<file path="src/rtl/ptc_pkg.sv">
package ptc_pkg;

  typedef enum logic [1:0] {
    XM_PLAIN  = 2'b00,
    XM_VERIFY = 2'b01,
    XM_FIND   = 2'b10,
    XM_SPARE  = 2'b11
  } xfer_mode_e;

  typedef enum logic {
    SQ_IDLE = 1'b0,
    SQ_RUN  = 1'b1
  } seq_state_e;

  function automatic logic mode_is_pushed(input logic [1:0] m);
    return (m == XM_VERIFY) || (m == XM_FIND);
  endfunction

endpackage

</file>
<file path="src/rtl/ptc_match.sv">
module ptc_match #(
  parameter int DW = 32
) (
  input  logic [DW-1:0] rdat,
  input  logic [DW-1:0] expv,
  input  logic [DW-1:0] mask,
  output logic          equal
);

  logic [DW-1:0] diff_bits;

  // per-bit masked difference
  for (genvar b = 0; b < DW; b++) begin : g_bit
    assign diff_bits[b] = mask[b] & (rdat[b] ^ expv[b]);
  end

  assign equal = ~|diff_bits;

endmodule

</file>
<file path="src/rtl/ptc_walker.sv">
module ptc_walker #(
  parameter int AW = 16,
  parameter int CW = 8
) (
  input  logic          clk,
  input  logic          rst_n,
  input  logic          load,
  input  logic          step,
  input  logic [AW-1:0] start_addr,
  input  logic [CW-1:0] start_cnt,
  output logic [AW-1:0] addr,
  output logic          last
);

  localparam logic [CW-1:0] CNT_ONE  = CW'(1);
  localparam logic [AW-1:0] ADDR_INC = AW'(1);

  logic [CW-1:0] cnt_q, cnt_d;
  logic [AW-1:0] addr_q, addr_d;
  logic          en;

  assign en = load | step;

  always_comb begin
    cnt_d  = cnt_q;
    addr_d = addr_q;
    if (load) begin
      cnt_d  = (start_cnt == '0) ? CNT_ONE : start_cnt;
      addr_d = start_addr;
    end else if (step) begin
      cnt_d  = cnt_q - CNT_ONE;
      addr_d = addr_q + ADDR_INC;
    end
  end

  always_ff @(posedge clk or negedge rst_n) begin
    if (!rst_n) begin
      cnt_q  <= '0;
      addr_q <= '0;
    end else if (en) begin
      cnt_q  <= cnt_d;
      addr_q <= addr_d;
    end
  end

  assign addr = addr_q;
  assign last = (cnt_q == CNT_ONE);

endmodule

</file>
<file path="src/rtl/ptc_status.sv">
module ptc_status #(
  parameter int AW = 16
) (
  input  logic          clk,
  input  logic          rst_n,
  input  logic          set_cmp,
  input  logic          set_err,
  input  logic          clr_cmp,
  input  logic          clr_err,
  input  logic [AW-1:0] cap_addr,
  output logic          cmp_flag,
  output logic          err_flag,
  output logic [AW-1:0] fail_addr
);

  logic          cmp_q, cmp_d, err_q, err_d;
  logic [AW-1:0] fa_q;
  logic          fa_en;

  // a set in the same cycle as a clear wins
  always_comb begin
    cmp_d = cmp_q;
    err_d = err_q;
    if (clr_cmp) cmp_d = 1'b0;
    if (set_cmp) cmp_d = 1'b1;
    if (clr_err) err_d = 1'b0;
    if (set_err) err_d = 1'b1;
  end

  assign fa_en = set_cmp | set_err;

  always_ff @(posedge clk or negedge rst_n) begin
    if (!rst_n) begin
      cmp_q <= 1'b0;
      err_q <= 1'b0;
    end else begin
      cmp_q <= cmp_d;
      err_q <= err_d;
    end
  end

  always_ff @(posedge clk or negedge rst_n) begin
    if (!rst_n)     fa_q <= '0;
    else if (fa_en) fa_q <= cap_addr;
  end

  assign cmp_flag  = cmp_q;
  assign err_flag  = err_q;
  assign fail_addr = fa_q;

endmodule

</file>
<file path="src/rtl/ptc_seq.sv">
module ptc_seq
  import ptc_pkg::*;
#(
  parameter int DW = 32,
  parameter int AW = 16,
  parameter int CW = 8
) (
  input  logic          clk,
  input  logic          rst_n,
  input  logic          host_req,
  input  logic          host_write,
  input  logic [DW-1:0] host_wdata,
  input  logic [1:0]    cfg_mode,
  input  logic [CW-1:0] cfg_count,
  input  logic [AW-1:0] cfg_addr,
  input  logic [DW-1:0] cfg_mask,
  input  logic          clr_cmp,
  input  logic          clr_err,
  output logic          busy,
  output logic [DW-1:0] rd_data,
  output logic          cmp_flag,
  output logic          err_flag,
  output logic [AW-1:0] fail_addr,
  output logic          bus_req,
  output logic          bus_we,
  output logic [AW-1:0] bus_addr,
  output logic [DW-1:0] bus_wdata,
  input  logic          bus_rsp_valid,
  input  logic          bus_rsp_err,
  input  logic [DW-1:0] bus_rdata
);

  seq_state_e    st_q, st_d;
  logic [DW-1:0] expv_q, mask_q, rd_q;
  logic [1:0]    mode_q;
  logic          we_q;
  logic          accept, rsp, trig, last, stop, step, eq;
  logic          set_cmp, set_err, rd_en;
  logic [AW-1:0] cur_addr;

  assign accept = host_req && (st_q == SQ_IDLE) && !cmp_flag && !err_flag;
  assign rsp    = (st_q == SQ_RUN) && bus_rsp_valid;

  always_comb begin
    case (mode_q)
      XM_VERIFY: trig = !eq;
      XM_FIND:   trig = eq;
      default:   trig = 1'b0;
    endcase
  end

  assign set_err = rsp && bus_rsp_err;
  assign set_cmp = rsp && !bus_rsp_err && trig;
  assign stop    = rsp && (bus_rsp_err || trig || last);
  assign step    = rsp && !stop;
  assign rd_en   = rsp && !we_q && !bus_rsp_err;

  // next state
  always_comb begin
    st_d = st_q;
    case (st_q)
      SQ_IDLE: if (accept) st_d = SQ_RUN;
      SQ_RUN:  if (stop)   st_d = SQ_IDLE;
      default: st_d = SQ_IDLE;
    endcase
  end

  always_ff @(posedge clk or negedge rst_n) begin
    if (!rst_n) st_q <= SQ_IDLE;
    else        st_q <= st_d;
  end

  // burst context, captured once per accepted request
  always_ff @(posedge clk or negedge rst_n) begin
    if (!rst_n) begin
      expv_q <= '0;
      mask_q <= '0;
      mode_q <= XM_PLAIN;
      we_q   <= 1'b0;
    end else if (accept) begin
      expv_q <= host_wdata;
      mask_q <= cfg_mask;
      mode_q <= cfg_mode;
      we_q   <= host_write && !mode_is_pushed(cfg_mode);
    end
  end

  always_ff @(posedge clk or negedge rst_n) begin
    if (!rst_n)     rd_q <= '0;
    else if (rd_en) rd_q <= bus_rdata;
  end

  ptc_match #(.DW(DW)) u_match (
    .rdat  (bus_rdata),
    .expv  (expv_q),
    .mask  (mask_q),
    .equal (eq)
  );

  ptc_walker #(.AW(AW), .CW(CW)) u_walk (
    .clk        (clk),
    .rst_n      (rst_n),
    .load       (accept),
    .step       (step),
    .start_addr (cfg_addr),
    .start_cnt  (cfg_count),
    .addr       (cur_addr),
    .last       (last)
  );

  ptc_status #(.AW(AW)) u_stat (
    .clk       (clk),
    .rst_n     (rst_n),
    .set_cmp   (set_cmp),
    .set_err   (set_err),
    .clr_cmp   (clr_cmp),
    .clr_err   (clr_err),
    .cap_addr  (cur_addr),
    .cmp_flag  (cmp_flag),
    .err_flag  (err_flag),
    .fail_addr (fail_addr)
  );

  assign busy      = (st_q == SQ_RUN);
  assign bus_req   = (st_q == SQ_RUN);
  assign bus_we    = we_q;
  assign bus_addr  = cur_addr;
  assign bus_wdata = expv_q;
  assign rd_data   = rd_q;

endmodule

</file>
<file path="config.mk">
export PLATFORM = sky130hd
export DESIGN_NAME = ptc_seq
export DESIGN_NICKNAME = d
export VERILOG_FILES = /design/src/rtl/ptc_pkg.sv /design/src/rtl/ptc_match.sv /design/src/rtl/ptc_walker.sv /design/src/rtl/ptc_status.sv /design/src/rtl/ptc_seq.sv
export SDC_FILE = /design/constraint.sdc
export NUM_CORES = 1
export LEC_CHECK = 0
export ABC_CLOCK_PERIOD_IN_PS = 2190
export BUFFER_PORTS_ARGS = -buffer_cell sky130_fd_sc_hd__buf_2
export CAP_MARGIN = 5
export CORE_MARGIN = 10
export CORE_UTILIZATION = 45
export CTS_CLUSTER_DIAMETER = 120
export CTS_CLUSTER_SIZE = 24
export DETAILED_ROUTE_END_ITERATION = 10
export GPL_ROUTABILITY_DRIVEN = 0
export HOLD_SLACK_MARGIN = 0.12
export PLACE_DENSITY = 0.77
export SLEW_MARGIN = 20
export SYNTH_ARGS = -nofsm -noshare
export SYNTH_HDL_FRONTEND = slang
export SYNTH_SLANG_ARGS = --single-unit
</file>
<file path="constraint.sdc">
create_clock -name clk -period 2.19 [get_ports clk]
set_input_delay 0.3285 -clock clk [delete_from_list [all_inputs] [get_ports clk]]
set_output_delay 0.3285 -clock clk [all_outputs]
set_load 0.05 [all_outputs]
</file>
== After elaboration in Yosys (flattened, before gate mapping) ==
Cells that the tools add are included.

* Memory bits (read-only): 0
* Input bits: 130
* Output and inout port bits: 101
* Register bits: 142
* RAM bits: 0
* Bits in latches: 0
* Memories kept: 0
* Word-level logic and storage cells: 126

* Reductions and logical operators: 28
* Add/subtract/negate cells: 2
* Shifts and indexed selects: 0
* Equality and inequality tests: 5
* Bitwise operators: 67
* Div/mod/pow operators: 0
* Magnitude comparators: 0
* Multiply operators: 0
* Multiplexer cells: 13

{| class="wikitable"
|+ Operator list
! operator !! count
|-
| 1-bit AND || 32
|-
| 16-bit two-way mux || 2
|-
| 32-bit OR reduction || 1
|-
| 1-bit XOR || 32
|-
| 8-bit two-way mux || 3
|-
| 16-bit by 1-bit adder with 16-bit output (second input constant) || 1
|-
| 1-bit logical AND || 12
|-
| 8-bit by 1-bit == test with 1-bit output (second input constant) || 1
|-
| 8-bit zero test || 1
|-
| 8-bit by 1-bit subtractor with 8-bit output (second input constant) || 1
|-
| 1-bit zero test || 7
|-
| 1-bit two-way mux || 6
|-
| 2-bit nonzero test || 3
|-
| 2-bit by 1-bit == test with 1-bit output (second input constant) || 2
|-
| 2-bit == test (second input constant) || 2
|-
| 1-bit case mux with 2 select lines || 2
|-
| 1-bit logical OR || 3
|-
| 1-bit OR || 2
|-
| 2-bit AND reduction || 1
|-
| 1-bit NOT || 1
|}

== Longest topological paths before layout ==
* Depth in word-level cells: 12
* Depth in mapped cells: 9
* Gate-level depth less buffers: 8

== By module ==
Synthesis repeated with hierarchy kept, for this count alone.

* Cells, all modules: 608
* Area, all modules: 6341.1 sq um

{| class="wikitable"
|+ Modules (own cells, without submodules)
! module !! seq. area each (sq um) !! instances !! cells an instance !! area an instance (sq um)
|-
| ptc_seq || 2502.4 || 1 || 366 || 3824.9
|-
| ptc_walker || 600.6 || 1 || 149 || 1355.0
|-
| ptc_status || 450.4 || 1 || 40 || 723.2
|-
| ptc_match || 0.0 || 1 || 53 || 437.9
|}

== Worst setup path after synthesis ==
OpenSTA, ideal clock, no wires.

* Path type: flip-flop to flip-flop
* Start point: register expv_q[23], in the netlist bus_wdata[23]
* End point: register u_walk.addr_q[5], in the netlist u_walk.addr[5]
* Clock period less this slack: 2.643 ns
* Cell stages (with the launch flop): 10
* Data required time: 2.065 ns
* Buffers on the path: 1
* Setup slack: -0.453 ns
* Data arrival time: 2.519 ns
* Library setup time: 0.125 ns
* Cell sequence: dfrtp_1 xor2_1 a22oi_1 nand4_1 nor4_2 mux2i_1 clkbuf_1 nand3_1 xnor2_1 mux2_2

* Word-level cells in the longest chain between the ends: 12
* Elaborated cells on any way between the ends: 13
* Those cells by class: 1 x mux; 3 x bitwise; 9 x reduce/logical

{| class="wikitable"
|+ RTL lines
! item !! RTL line !! RTL
|-
| start: declaration || ptc_seq.sv:34 || <nowiki>logic [DW-1:0] expv_q, mask_q, rd_q;</nowiki>
|-
| start signal: assignment || ptc_seq.sv:81 || <nowiki>expv_q <= host_wdata;</nowiki>
|-
| 1-bit XOR (*) || ptc_match.sv:14 || <nowiki>assign diff_bits[b] = mask[b] & (rdat[b] ^ expv[b]);</nowiki>
|-
| 1-bit AND (*) || ptc_match.sv:14 ||
|-
| 32-bit OR reduction (*) || ptc_match.sv:17 || <nowiki>assign equal = ~|diff_bits;</nowiki>
|-
| 1-bit zero test || ptc_match.sv:17 ||
|-
| 1-bit case mux with 2 select lines (*) || ptc_seq.sv:45 || <nowiki>case (mode_q)</nowiki>
|-
| 1-bit logical OR (*) (2 in series) || ptc_seq.sv:54 || <nowiki>assign stop = rsp && (bus_rsp_err || trig || last);</nowiki>
|-
| 1-bit logical AND (*) || ptc_seq.sv:54 ||
|-
| 1-bit zero test (*) || ptc_seq.sv:55 || <nowiki>assign step = rsp && !stop;</nowiki>
|-
| 1-bit logical AND (*) || ptc_seq.sv:55 ||
|-
| 2-bit nonzero test (no line) / 1-bit OR (equally long branches) || n/a ||
|-
| 2-bit AND reduction (no line) (*) || n/a ||
|-
| end signal: assignment || ptc_walker.sv:42 || <nowiki>addr_q <= addr_d;</nowiki>
|-
| end: declaration || ptc_walker.sv:19 || <nowiki>logic [AW-1:0] addr_q, addr_d;</nowiki>
|}

Mark *: on every way between the ends. The rest lies on a longest branch, timed or not.
A chain may end at the register's enable or synchronous reset.

== Worst setup path in the final report ==
* Start point: register expv_q[27], in the netlist bus_wdata[27]
* End point: register u_walk.addr_q[14], in the netlist u_walk.addr[14]

The elaborated chain is that of the path after synthesis.

==> impl_summary.md <==
Status
The run finished, with violations left. The final reports fail on negative setup slack.

Finish
The final standard cell utilization of the core is 70.0%. The post-route standard cell area excluding fillers is 9680 µm². The most common cell after layout, fill and taps aside is sky130_fd_sc_hd__buf_2. From synthesis to final layout, the design area changed by 52.9%. The share of final-layout standard cells stronger than drive strength 1 is 43.8%. The library cells used most frequently in the layout, excluding fill and tap cells, are 229 x sky130_fd_sc_hd__buf_2, 218 x sky130_fd_sc_hd__nand2_1, 110 x sky130_fd_sc_hd__dfrtp_1, 69 x sky130_fd_sc_hd__dlygate4sd3_1, 43 x sky130_fd_sc_hd__buf_4. The layout filler cell count is 937. The final-stage net count is 1102.

Routing
For this run, design rule violations remaining after detail routing come to 0. The total vias in the final route is 6086. Dividing the detail-routed via count by the number of cells gives 5.22. The total iterations of the first detailed-routing run is 5.

For this block, the initial DRC count from the detailed router was 495. The wire length after detailed routing is 22.3 mm. In this run the remaining antenna-violating nets after routing total 0. Dividing the detail-routed wire length by the instance count gives 19.1 µm.

Global routing
For met2 alone, demand over resource in global routing was 38.0%. The total global-route track usage is 22.4%. The number of antenna violations at the first check in global routing is 5. In this run the most used layer during global routing was met2.

The first global-routing pass estimated 35.0 mm of wire. The met3 track utilization from global routing is 7.81%. The met1 layer usage reported by global route is 24.2%.

For this run the aggregate overflow at the end of global routing stands at 0. The via count of the first global-routing pass is 6664. Entering global routing, the biggest net connects 76 pins.

Pwr
The internal power of the cells totals 0.00843 W. In this run the power spent charging and discharging nets is 0.00794 W. In this run, flip-flops and latches consume 30.4% of the power. In this run the static leakage power is 4.86 nW. The clock network burns 17.6% of the power. In this run switching power makes up 48.5% of total power. Dividing total power by cell area gives a power density of 1690 nW/µm². Combinational cells account for 52.1% of the total power.

The largest vdd supply drop is 0.982 mV.

Clock tree
The library cell used as clock root buffer is sky130_fd_sc_hd__clkbuf_16. The number of clock buffers inserted by TritonCTS is 17. Clock-pin slew was measured on the worst setup and hold paths at 60 ps. The clock latency on the worst-skew pair is 420 ps. TritonCTS built the clock tree. The number of buffers on the longest clock path is 2.

The H-tree generated during clock tree synthesis spans 4 levels. CTS saw 142 sinks.

STA
Hold timing on the final database bottoms out at a slack of 142 ps. Across the routed clock network, the largest skew measured is 10.4 ps. The max-slew violation count came to 0. The final period demand of the worst path is 2710 ps.

Setup violations remaining at the end of the flow were counted as 42. Setup repair after global routing could not meet its margin everywhere. The setup slack after layout is -523 ps. The final number of hold-violating endpoints came to 0. Based on the critical path, the design can be clocked at up to 0.369 GHz. At the pin with the least slew margin, the transition time is 582 ps.

The share of the cycle needed by the critical path after routing is 124%. Measured against its own limit, the worst slew margin works out to 61.0%.

Hold path
The path category of the worst min-delay check is in -> reg.

Placement
After legalization and detailed placement, the total HPWL measured 14.9 mm. The count of buffers inserted at the top-level ports is 230. The instance area after placement is 8110 µm².

Floorplan
After floorplanning, the core was divided into 43 placement rows. The core area is 13800 µm². The floorplan step defined a die boundary enclosing 19200 µm². The die extent in y is 139 µm. 231 I/O pins were placed. The initial core utilization is 45.8%. Measured along the x axis, the die boundary spans 139 µm.

Critical path
Of all nets on the critical path, the largest fanout is 7. The critical setup path kind is reg -> reg. The required time at the endpoint of the critical path is 2530 ps. The critical path startpoint category is a register.

At the worst endpoint, the arrival time is 3050 ps. The endpoint type of the worst setup path is a register.

Synth
The sequential area share after synthesis is 56.1%. The count of mapped cells out of synthesis is 621. The number of enable flip-flop cells after synthesis is 0. Of all flip-flops after synthesis, the portion carrying an async set or reset was 100%. The number of flip-flops and latches in the synthesized netlist is 142. The number of unique standard cell types used by synthesis is 40. For this run, the leading register cell type out of synthesis is sky130_fd_sc_hd__dfrtp_1.

The post-synthesis instance area is 6330 µm². The number of warning messages in the yosys log is 0. The number of nets produced by synthesis is 754.

Dividing the synthesized area by the synthesized cell count gives 10.2 µm².

Run
Across the run, the number of max-cap violations was 0.
layout make-up:
| type | instances | area (µm²) | area share, % |
|---|---|---|---|
| flip-flops and latches | 142 | 3590 | 37.1 |
| inverters | 5 | 18.8 | 0.194 |
| repair buffers | 358 | 2410 | 24.9 |
| clock inverters | 12 | 139 | 1.43 |
| clock buffers | 20 | 447 | 4.61 |
| multi-input cells | 445 | 2840 | 29.3 |
| diodes | 5 | 12.5 | 0.129 |
| well taps | 180 | 225 | 2.33 |
flip-flops by register name (all words and copies together) (netlist names):
register	count
u_stat.err_flag	1
rd_data	32
mask_q	32
u_stat.cmp_flag	1
u_walk.addr	16
mode_q	2
bus_wdata	32
bus_we	1
u_stat.fail_addr	16
bus_req	1
u_walk.cnt_q	8
metal layers:
metal  wire, µm  vias up  share of wire (%)
met2      11300      286                 51
met4        890        0                4.0
li1           -     2805                  -
met3       1730       67                7.7
met1       8410     2928                 38
met5          0        -                  0
logic make-up after synthesis:
group / count (synthesis) / synth area share (%)
buffers and inverters: 34 / 2.25
adder cells (fa/ha/maj): 3 / 0.593
AO/OA/AOI/OAI: 59 / 6.32
AND/OR/NAND/NOR: 292 / 19.5
XOR/XNOR: 39 / 5.39
flip-flops: 142 / 56.1
multiplexers: 52 / 9.80
cells in the mapped netlist, drive strengths merged (5+ instances only):
| cell | n | area share [%] |
|---|---|---|
| a31oi | 10 | 0.99 |
| inv | 5 | 0.30 |
| nor2 | 14 | 0.83 |
| mux2 | 50 | 9.5 |
| nand4 | 6 | 0.59 |
| a22oi | 16 | 1.9 |
| nand2 | 219 | 13 |
| o21ai | 11 | 0.87 |
| clkbuf | 21 | 1.2 |
| xor2 | 36 | 5.0 |
| dfrtp | 142 | 56 |
| and3 | 10 | 0.99 |
| buf | 8 | 0.71 |
| nand3 | 22 | 1.7 |
| o31ai | 6 | 0.71 |
| or4 | 9 | 1.1 |
power by group through the flow:
stage          registers [W]  logic (W)  clock network, W
2_1_floorplan        0.00794    0.00247                 0
3_3_place_gp         0.00483    0.00793                 0
3_5_place_dp         0.00491    0.00807                 0
4_1_cts              0.00491    0.00837           0.00292
5_1_grt              0.00514    0.00904           0.00302
6_report             0.00497    0.00852           0.00288
worst max-delay path, stage by stage, from the launching register on:
cell	delay (ps)
sky130_fd_sc_hd__dfrtp_2	430
sky130_fd_sc_hd__xor2_2	210
sky130_fd_sc_hd__a22oi_2	180
sky130_fd_sc_hd__nand4_1	210
sky130_fd_sc_hd__nor4_4	390
sky130_fd_sc_hd__mux2i_2	300
sky130_fd_sc_hd__nand2_1	120
sky130_fd_sc_hd__buf_6	150
sky130_fd_sc_hd__or4_1	480
sky130_fd_sc_hd__a31oi_1	170
through the flow:
stage | setup TNS [ps] | worst slack (ps) | total power, W | instances
floorplan | -6170 | -260 | 0.0104 | 621
global placement | -22470 | -696 | 0.0128 | 1052
detailed placement | -23410 | -748 | 0.0130 | 1052
CTS | -15250 | -484 | 0.0162 | 1160
global route | -19790 | -636 | 0.0172 | 1167
finish | -15960 | -523 | 0.0164 | 1167
timing repair:
action | 4_1_cts | 5_1_grt
setup endpoints to repair | 42 | 42
pin swaps | 17 | 11
hold buffers | 69 | 0
gates resized for setup | 24 | 17
gates cloned | 0 | 1
hold endpoints to repair | 117 | 0
buffers inserted | 7 | 2
final timing paths:
check	depth (start not counted)	from	slack, ps	to
max reg2reg	9	bus_wdata[27]	-520	u_walk.addr[14]
max in group asynchronous	3	rst_n	1110	bus_wdata[31]
min	3	cfg_addr[1]	140	u_walk.addr[1]
max	9	bus_wdata[27]	-520	u_walk.addr[14]
min in group asynchronous	2	rst_n	430	u_walk.addr[6]
min reg2reg	2	mask_q[24]	490	mask_q[24]
Power figures use the tool's default switching activity.
